$ cat config.mk
export PLATFORM = sky130hd
export DESIGN_NAME = dmwd_top
export DESIGN_NICKNAME = d
export VERILOG_FILES = /design/src/rtl/dmwd_pkg.sv /design/src/rtl/dmwd_cfg_regs.sv /design/src/rtl/dmwd_counter.sv /design/src/rtl/dmwd_out_ctrl.sv /design/src/rtl/dmwd_top.sv
export SDC_FILE = /design/constraint.sdc
export NUM_CORES = 1
export LEC_CHECK = 0
export BUFFER_PORTS_ARGS = -buffer_cell sky130_fd_sc_hd__buf_2
export CORE_MARGIN = 2
export CORE_UTILIZATION = 35
export DETAILED_ROUTE_END_ITERATION = 7
export SLEW_MARGIN = 30
export SYNTH_ARGS = -nofsm -noshare
export SYNTH_HDL_FRONTEND = slang
export SYNTH_HIERARCHICAL = 1
export SYNTH_SLANG_ARGS = --single-unit
$ cat constraint.sdc
create_clock -name clk_i -period 5.1 [get_ports clk_i]
set_input_delay 0.51 -clock clk_i [delete_from_list [all_inputs] [get_ports clk_i]]
set_output_delay 0.51 -clock clk_i [all_outputs]
set_load 0.01 [all_outputs]
$ cat src/rtl/dmwd_pkg.sv
package dmwd_pkg;

  localparam int unsigned RUN_BIT  = 0;
  localparam int unsigned MODE_BIT = 1;

  typedef enum logic [1:0] {
    REG_PERIOD  = 2'd0,
    REG_CONTROL = 2'd1,
    REG_SERVICE = 2'd2,
    REG_SPARE   = 2'd3
  } reg_addr_e;

  typedef enum logic {
    MODE_NMI   = 1'b0,
    MODE_RESET = 1'b1
  } wd_mode_e;

  // Terminal count for a 2^exp period: all ones in the low exp bits.
  function automatic logic [31:0] term_value(input int unsigned exp);
    return (32'd1 << exp) - 32'd1;
  endfunction

  // Counter width that holds the longest selectable period.
  function automatic int unsigned count_width(input int unsigned min_exp,
                                              input int unsigned sel_w);
    return min_exp + (1 << sel_w) - 1;
  endfunction

endpackage

$ cat src/rtl/dmwd_cfg_regs.sv
module dmwd_cfg_regs #(
  parameter int unsigned SEL_W  = 3,
  parameter int unsigned DATA_W = 8,
  parameter int unsigned ADDR_W = 2
) (
  input  logic              clk_i,
  input  logic              wd_rst_n_i,
  input  logic              wr_en_i,
  input  logic [ADDR_W-1:0] wr_addr_i,
  input  logic [DATA_W-1:0] wr_data_i,
  output logic              run_o,
  output logic              mode_o,
  output logic [SEL_W-1:0]  sel_o,
  output logic              run_start_o,
  output logic              restart_o
);
  import dmwd_pkg::*;

  logic             period_wr;
  logic             control_wr;
  logic             service_wr;
  logic             run_q;
  logic             mode_q;
  logic [SEL_W-1:0] sel_q;
  logic             unused_data;

  assign period_wr  = wr_en_i && (wr_addr_i == ADDR_W'(REG_PERIOD));
  assign control_wr = wr_en_i && (wr_addr_i == ADDR_W'(REG_CONTROL));
  assign service_wr = wr_en_i && (wr_addr_i == ADDR_W'(REG_SERVICE));

  assign unused_data = ^wr_data_i[DATA_W-1:SEL_W];

  // Start event: the first write that sets the run bit.
  assign run_start_o = control_wr && wr_data_i[RUN_BIT] && !run_q;
  assign restart_o   = service_wr;

  // Period and mode may change only while stopped. Run and mode only set.
  always_ff @(posedge clk_i or negedge wd_rst_n_i) begin
    if (!wd_rst_n_i) begin
      run_q  <= 1'b0;
      mode_q <= 1'b0;
      sel_q  <= '0;
    end else begin
      if (period_wr && !run_q) begin
        sel_q <= wr_data_i[SEL_W-1:0];
      end
      if (control_wr && !run_q) begin
        mode_q <= mode_q | wr_data_i[MODE_BIT];
      end
      if (control_wr) begin
        run_q <= run_q | wr_data_i[RUN_BIT];
      end
    end
  end

  assign run_o  = run_q;
  assign mode_o = mode_q;
  assign sel_o  = sel_q;

endmodule

$ cat src/rtl/dmwd_counter.sv
module dmwd_counter #(
  parameter int unsigned MIN_EXP = 13,
  parameter int unsigned SEL_W   = 3,
  parameter int unsigned CNT_W   = 20
) (
  input  logic             clk_i,
  input  logic             rst_n_i,
  input  logic             run_i,
  input  logic             restart_i,
  input  logic [SEL_W-1:0] sel_i,
  output logic [CNT_W-1:0] cnt_o,
  output logic             term_hit_o
);
  localparam int unsigned NUM_SEL = 1 << SEL_W;

  logic [CNT_W-1:0] term_tbl [NUM_SEL];
  logic [CNT_W-1:0] term_sel;
  logic [CNT_W-1:0] cnt_q;

  for (genvar g = 0; g < NUM_SEL; g++) begin : g_term
    assign term_tbl[g] = CNT_W'(dmwd_pkg::term_value(MIN_EXP + g));
  end

  assign term_sel   = term_tbl[sel_i];
  assign term_hit_o = run_i && (cnt_q == term_sel);

  // Next count: service clears, stopped holds, terminal wraps, else step.
  function automatic logic [CNT_W-1:0] next_count(input logic [CNT_W-1:0] cur,
                                                  input logic run,
                                                  input logic restart,
                                                  input logic hit);
    if (restart)   return '0;
    else if (!run) return cur;
    else if (hit)  return '0;
    else           return cur + CNT_W'(1);
  endfunction

  always_ff @(posedge clk_i or negedge rst_n_i) begin
    if (!rst_n_i) begin
      cnt_q <= '0;
    end else begin
      cnt_q <= next_count(cnt_q, run_i, restart_i, term_hit_o);
    end
  end

  assign cnt_o = cnt_q;

endmodule

$ cat src/rtl/dmwd_out_ctrl.sv
module dmwd_out_ctrl (
  input  logic clk_i,
  input  logic wd_rst_n_i,
  input  logic pulse_rst_n_i,
  input  logic timeout_i,
  input  logic mode_i,
  output logic nmi_o,
  output logic rst_req_o
);
  import dmwd_pkg::*;

  logic nmi_q;
  logic req_q;
  logic fire_nmi;
  logic fire_req;

  assign fire_nmi = timeout_i && (wd_mode_e'(mode_i) == MODE_NMI);
  assign fire_req = timeout_i && (wd_mode_e'(mode_i) == MODE_RESET);

  always_ff @(posedge clk_i or negedge pulse_rst_n_i) begin
    if (!pulse_rst_n_i) begin
      nmi_q <= 1'b0;
    end else begin
      nmi_q <= fire_nmi;
    end
  end

  always_ff @(posedge clk_i or negedge wd_rst_n_i) begin
    if (!wd_rst_n_i) begin
      req_q <= 1'b0;
    end else begin
      req_q <= req_q | fire_req;
    end
  end

  assign nmi_o     = nmi_q;
  assign rst_req_o = req_q;

endmodule

$ cat src/rtl/dmwd_top.sv
module dmwd_top #(
  parameter int unsigned MIN_EXP = 13,
  parameter int unsigned SEL_W   = 3,
  parameter int unsigned DATA_W  = 8,
  parameter int unsigned ADDR_W  = 2
) (
  input  logic              clk_i,
  input  logic              wd_sys_rst_n_i,
  input  logic              sys_rst_n_i,
  input  logic              wr_en_i,
  input  logic [ADDR_W-1:0] wr_addr_i,
  input  logic [DATA_W-1:0] wr_data_i,
  output logic              nmi_o,
  output logic              rst_req_o
);
  localparam int unsigned CNT_W = dmwd_pkg::count_width(MIN_EXP, SEL_W);

  logic             run_q;
  logic             mode_q;
  logic [SEL_W-1:0] sel_q;
  logic             run_start;
  logic             restart_cmd;
  logic [CNT_W-1:0] cnt_q;
  logic             term_hit;
  logic             timeout_evt;
  logic             cnt_rst_n;

  // Counter and pulse follow either reset; config follows the watchdog reset only.
  assign cnt_rst_n = wd_sys_rst_n_i & sys_rst_n_i;

  dmwd_cfg_regs #(
    .SEL_W (SEL_W),
    .DATA_W(DATA_W),
    .ADDR_W(ADDR_W)
  ) cfg_i (
    .clk_i      (clk_i),
    .wd_rst_n_i (wd_sys_rst_n_i),
    .wr_en_i    (wr_en_i),
    .wr_addr_i  (wr_addr_i),
    .wr_data_i  (wr_data_i),
    .run_o      (run_q),
    .mode_o     (mode_q),
    .sel_o      (sel_q),
    .run_start_o(run_start),
    .restart_o  (restart_cmd)
  );

  dmwd_counter #(
    .MIN_EXP(MIN_EXP),
    .SEL_W  (SEL_W),
    .CNT_W  (CNT_W)
  ) cnt_i (
    .clk_i     (clk_i),
    .rst_n_i   (cnt_rst_n),
    .run_i     (run_q),
    .restart_i (restart_cmd),
    .sel_i     (sel_q),
    .cnt_o     (cnt_q),
    .term_hit_o(term_hit)
  );

  // A service write in the terminal cycle wins over the timeout.
  assign timeout_evt = term_hit && !restart_cmd;

  dmwd_out_ctrl out_i (
    .clk_i        (clk_i),
    .wd_rst_n_i   (wd_sys_rst_n_i),
    .pulse_rst_n_i(cnt_rst_n),
    .timeout_i    (timeout_evt),
    .mode_i       (mode_q),
    .nmi_o        (nmi_o),
    .rst_req_o    (rst_req_o)
  );

endmodule

# ---- After elaboration in Yosys (flattened, before gate mapping)
# Memory sizes are Yosys's and may differ from the RTL's.
# Index checks and enable logic that the tools add are counted.
dict set report totals {
  register_bits 27
  out_inout_bits 2
  inputBits 14
  latch_bits 0
  word_cells 36
  n_memories 1
  mem_bits_ro 160
  ram_bits 0
}
dict set report classes {
  bitwise 6
  shifts 0
  div_mod_pow 0
  n_mul 0
  mux 5
  addsub 1
  n_reduce_logical 13
  n_eq_ne 3
  magnitude_cmp 1
}
# memory depth word_bits read_ports rd_ports_with_merged_regs wr line_no
set mem_list {}
lappend mem_list {{(no name shown)} 8 20 1 0 0 dmwd_counter.sv:24} ;# assign term_sel = term_tbl[sel_i];
# op count
set ops {}
lappend ops {{20-bit two-way mux} 5}
lappend ops {{20-bit by 1-bit adder with 20-bit output (second input constant)} 1}
lappend ops {{20-bit equality test} 1}
lappend ops {{1-bit logical AND} 9}
lappend ops {{4-bit greater-or-equal comparator (second input constant)} 1}
lappend ops {{3-bit inverter with 4-bit output} 1}
lappend ops {{1-bit OR} 3}
lappend ops {{2-bit by 1-bit equality test with 1-bit output (second input constant)} 1}
lappend ops {{2-bit equality test (second input constant)} 1}
lappend ops {{1-bit logical NOT} 2}
lappend ops {{2-bit logical NOT} 1}
lappend ops {{2-bit nonzero test} 1}
lappend ops {{1-bit bitwise AND} 1}
lappend ops {{1-bit inverter} 1}

# ---- Logic depth before layout (Yosys ltp)
dict set report logic_depth {
  depth_word 9
  depth_mapped 8
  depth_no_buf 8
}

# ---- By module
# The synthesis kept the hierarchy.
# mod cells_each n_inst seq_area_each_um2 area_per_inst_um2
set modules_own_cells {}
lappend modules_own_cells {dmwd_counter 157 1 500.5 1351.3}
lappend modules_own_cells {dmwd_cfg_regs 16 1 125.1 231.5}
lappend modules_own_cells {dmwd_out_ctrl 4 1 50.0 63.8}
lappend modules_own_cells {dmwd_top 2 1 0.0 20.0}

# ---- Worst setup path after synthesis
# No wires, ideal clock.
dict set report synth_path {
  kind {register -> register}
  start {reg cfg_i.sel_q[2] (netlist: cfg_i/sel_o[2])}
  end {reg cnt_i.cnt_q[5] (netlist: cnt_i/cnt_o[5])}
  slack_ns 3.314
  n_path_buf 1
  t_arrival_ns 1.686
  stages_incl_launch_ff 8
  setup_ns 0.099
  t_required_ns 5.001
  synth_period_minus_slack_ns 1.786
  path_cell_list {dfrtp_1 > buf_4 > and4_1 > a311oi_2 > nand2_1 > and4_4 > a41o_1 > a311oi_1}
}
dict set report synth_between {
  elab_chain_len 9
}
# item line_no
set synth_lines {}
lappend synth_lines {{from (decl)} dmwd_cfg_regs.sv:24} ;# logic [SEL_W-1:0] sel_q;
lappend synth_lines {{from (signal assigned)} dmwd_cfg_regs.sv:45} ;# sel_q <= wr_data_i[SEL_W-1:0];
lappend synth_lines {{3-bit inverter with 4-bit output (not written as such)} dmwd_counter.sv:24}
lappend synth_lines {{memory 8 x 20 bit} --}
lappend synth_lines {{20-bit two-way mux (not written as such) (2 in a row)} dmwd_counter.sv:24}
lappend synth_lines {{20-bit equality test} dmwd_counter.sv:25} ;# assign term_hit_o = run_i && (cnt_q == term_sel);
lappend synth_lines {{1-bit logical AND} dmwd_counter.sv:25}
lappend synth_lines {{20-bit two-way mux} dmwd_counter.sv:34} ;# else if (hit) return '0;
lappend synth_lines {{20-bit two-way mux} dmwd_counter.sv:33} ;# else if (!run) return cur;
lappend synth_lines {{20-bit two-way mux} dmwd_counter.sv:32} ;# if (restart) return '0;
lappend synth_lines {{to (signal assigned)} dmwd_counter.sv:42} ;# cnt_q <= next_count(cnt_q, run_i, restart_i, term_hit_o);
lappend synth_lines {{to (decl)} dmwd_counter.sv:18} ;# logic [CNT_W-1:0] cnt_q;
# Every way passes these cells. The select of a mux whose other input is x is not followed.
# A chain may end at the register's enable or synchronous reset.

# ---- Worst setup path in the final report
dict set report layout_path {
  start {reg cfg_i.run_q (netlist: cfg_i/run_o)}
  end {reg out_i.nmi_q (netlist: out_i/nmi_o)}
}
dict set report layout_between {
  elab_chain_len 3
}
# item line_no
set layout_lines {}
lappend layout_lines {{from (decl)} dmwd_cfg_regs.sv:22} ;# logic run_q;
lappend layout_lines {{from (signal assigned)} dmwd_cfg_regs.sv:51} ;# run_q <= run_q | wr_data_i[RUN_BIT];
lappend layout_lines {{1-bit logical AND} dmwd_counter.sv:25}
lappend layout_lines {{via term_hit} dmwd_top.sv:24} ;# logic term_hit;
lappend layout_lines {{1-bit logical AND} dmwd_top.sv:63} ;# assign timeout_evt = term_hit && !restart_cmd;
lappend layout_lines {{via timeout_evt} dmwd_top.sv:25} ;# logic timeout_evt;
lappend layout_lines {{1-bit logical AND} dmwd_out_ctrl.sv:17} ;# assign fire_nmi = timeout_i && (wd_mode_e'(mode_i) == MODE_NMI);
lappend layout_lines {{via out_i.fire_nmi} dmwd_out_ctrl.sv:14} ;# logic fire_nmi;
lappend layout_lines {{to (signal assigned)} dmwd_out_ctrl.sv:24} ;# nmi_q <= fire_nmi;
lappend layout_lines {{to (decl)} dmwd_out_ctrl.sv:12} ;# logic nmi_q;
# The timed path passes the listed nets, and every way through them passes these cells.

==> flow_summary.json <==
{
  "status": "completed",
  "setup.worst_path.class": "reg2reg",
  "avgSynthCellArea_um2": 9.33,
  "maxCapViolCount": 0,
  "worst_ep_arrival_time_ns": 2.57,
  "total_power_uw": 562,
  "tightest_slew_ns": 0.809,
  "viasPerCell": 5.68,
  "finalHoldViolations": 0,
  "p_int_uw": 372,
  "start_util_pct": 35.6,
  "setup_viol_count_final": 0,
  "slew_viol_final": 0,
  "synthCells": 178,
  "drive_gt1_share_pct": 17.4,
  "ctsHoldBuffers": 0,
  "avgRoutedWirePerCell_um": 15.3,
  "syn_nets": 193,
  "ctsResizeCount": 0,
  "io_buffers": 10,
  "max_freq_mhz": 425,
  "tns_ns": 0,
  "totalWireLength_um": 3640,
  "grt_max_degree": 25,
  "startpoint": "cfg_i/run_o",
  "pin_count": 16,
  "ant_nets": 0,
  "power.density_nw_per_um2": 315,
  "place_hpwl_um": 2450,
  "clk_pin_slew_worst_paths_ns": 0.09,
  "cts_made_buffers": 3,
  "core_area_um2": 4660,
  "fin_crit_sh_pct": 46.1,
  "grt_use_total_pct": 15.5,
  "peakVddDrop_mv": 0.141,
  "r2r-start": "cfg_i/run_o",
  "crit_buf_inv": 1,
  "antenna_found_initial": 0,
  "grt_pass1_vias": 1342,
  "startpoint_type": "flop",
  "p_sw_uw": 190,
  "fillers": 471,
  "cts_root_buffer": "clkbuf_8",
  "place_area_um2": 1740,
  "crit_cells": 7,
  "yosysWarnings": 6,
  "fin_crit_ns": 2.35,
  "slew_headroom_pct": 46.1,
  "finClkSkew_ns": 0.00588,
  "rr_worst_depth": 7,
  "die_h_um": 72.9,
  "htree_levels": 1,
  "vias": 1351,
  "postCtsSetupRepairBufs": 0,
  "pwr-share-seq_pct": 54.8,
  "final_cell_area_um2": 1790,
  "synthToLayoutAreaGrowth_pct": 7.61,
  "cp_max_fo": 24,
  "crit_family": "simple AND/OR/NAND/NOR gates",
  "first_pass_iters": 4,
  "cts.path.max_buffers": 2,
  "crit_slowest_cell": "dfrtp_1",
  "synth_area_um2": 1660,
  "combPwrFrac_pct": 23.0,
  "gp_congestion": 0.811,
  "route.detailed.drc": 0,
  "timing.critical_path.cells": "and2_1 -> nand4_1 -> a21oi_1 -> nand4_1 -> inv_1 -> nor2b_4 -> nor2b_1",
  "die_w_um": 72.9,
  "num_rows": 25,
  "clkLatencyLatePin_ns": 0.28,
  "antennaDiodeCount": 0,
  "dieArea_um2": 5310,
  "grt_pass1_wl_um": 6380,
  "grt.overflow.total": 0,
  "pwr-share-clk_pct": 22.2,
  "critPathRequiredTime_ns": 5.32,
  "cpPeakStageDelay_ns": 0.88,
  "hold_path_class": "in2async",
  "fin_util_pct": 38.3,
  "nNetsFinal": 200,
  "endpoint_kind": "flop",
  "drt_iter0_markers": 70,
  "path_common_cell": "nand4_1",
  "numClockSinks": 27,
  "rsz0062_at_grt": "no",
  "cts_tree": "yes",
  "sw_frac_of_total_pct": 33.8,
  "power_leakage_nw": 0.781
}
## final cells by class
class                   count  area [um^2]  area share [%]
clock buffers               4         45.0            2.52
repair buffers             11         57.6            3.22
flip-flops and latches     27          676            37.8
multi-input cells         138          926            51.8
well taps                  54         67.6            3.78
inverters                   4         15.0           0.840
## power by group through the flow
stage	clock network (mW)	registers, mW	logic, mW
3_5_place_dp	0	0.311	0.129
2_1_floorplan	0	0.282	0.129
4_1_cts	0.133	0.307	0.130
3_3_place_gp	0	0.311	0.127
6_report	0.125	0.308	0.129
5_1_grt	0.144	0.315	0.147
## per-stage QoR
stage / setup slack, ns / std cells / hold slack [ns]
after floorplan: 3.31 / 178 / 0.214
after global placement: 2.80 / 234 / 0.345
after detailed placement: 2.83 / 234 / 0.346
after CTS: 2.79 / 238 / 0.0272
after global routing: 2.55 / 238 / 0.0278
final: 2.75 / 238 / 0.0375
## worst register-to-register path, delay by kind of cell, from the launching register on
| family | cells | cell delay [ns] |
|---|---|---|
| compound gates | 1 | 0.21 |
| buf+inv | 1 | 0.12 |
| flops | 1 | 0.88 |
| simple gates | 5 | 1.09 |
## state kept, by name, indices dropped and copies added, names as in the netlist
register / cells
cnt_i/cnt_o: 20
cfg_i/sel_o: 3
cfg_i/mode_o: 1
cfg_i/run_o: 1
out_i/nmi_o: 1
out_i/rst_req_o: 1
## cell usage in the layout, fill, tap and decap left out, types with 3 or more instances in the layout
master    instances
and4_1            3
buf_2            10
clkbuf_8          3
and2_1            5
nor2_1           12
mux2_2            3
nand2b_1          4
dfrtp_1          27
o21ai_0           4
nand2_1          17
nand3_1          11
a311oi_1          4
and3_1            7
nor2b_1           3
inv_1             3
nand4_1           5
a21oi_1          11
or3_1             3
xor2_1            4
a21o_1            3
## routing by layer
| layer | routed length, um | track usage [%] |
|---|---|---|
| met1 | 1840 | 20.6 |
| met2 | 1630 | 24.7 |
| met3 | 105 | 3.31 |
| met4 | 61 | 5.76 |
| met5 | 0 | 0 |
## path summary, 6_finish.rpt
check                                 endpoint  slack, ns
worst max-delay path               out_i/nmi_o       2.75
worst min-delay path              cfg_i/mode_o       0.04
worst max register to register     out_i/nmi_o       2.75
worst min register to register     out_i/nmi_o       0.46
max in group asynchronous       cnt_i/cnt_o[9]       4.28
min in group clk_i              cfg_i/sel_o[2]       0.46
No activity file was read; power rests on OpenSTA's default activity.
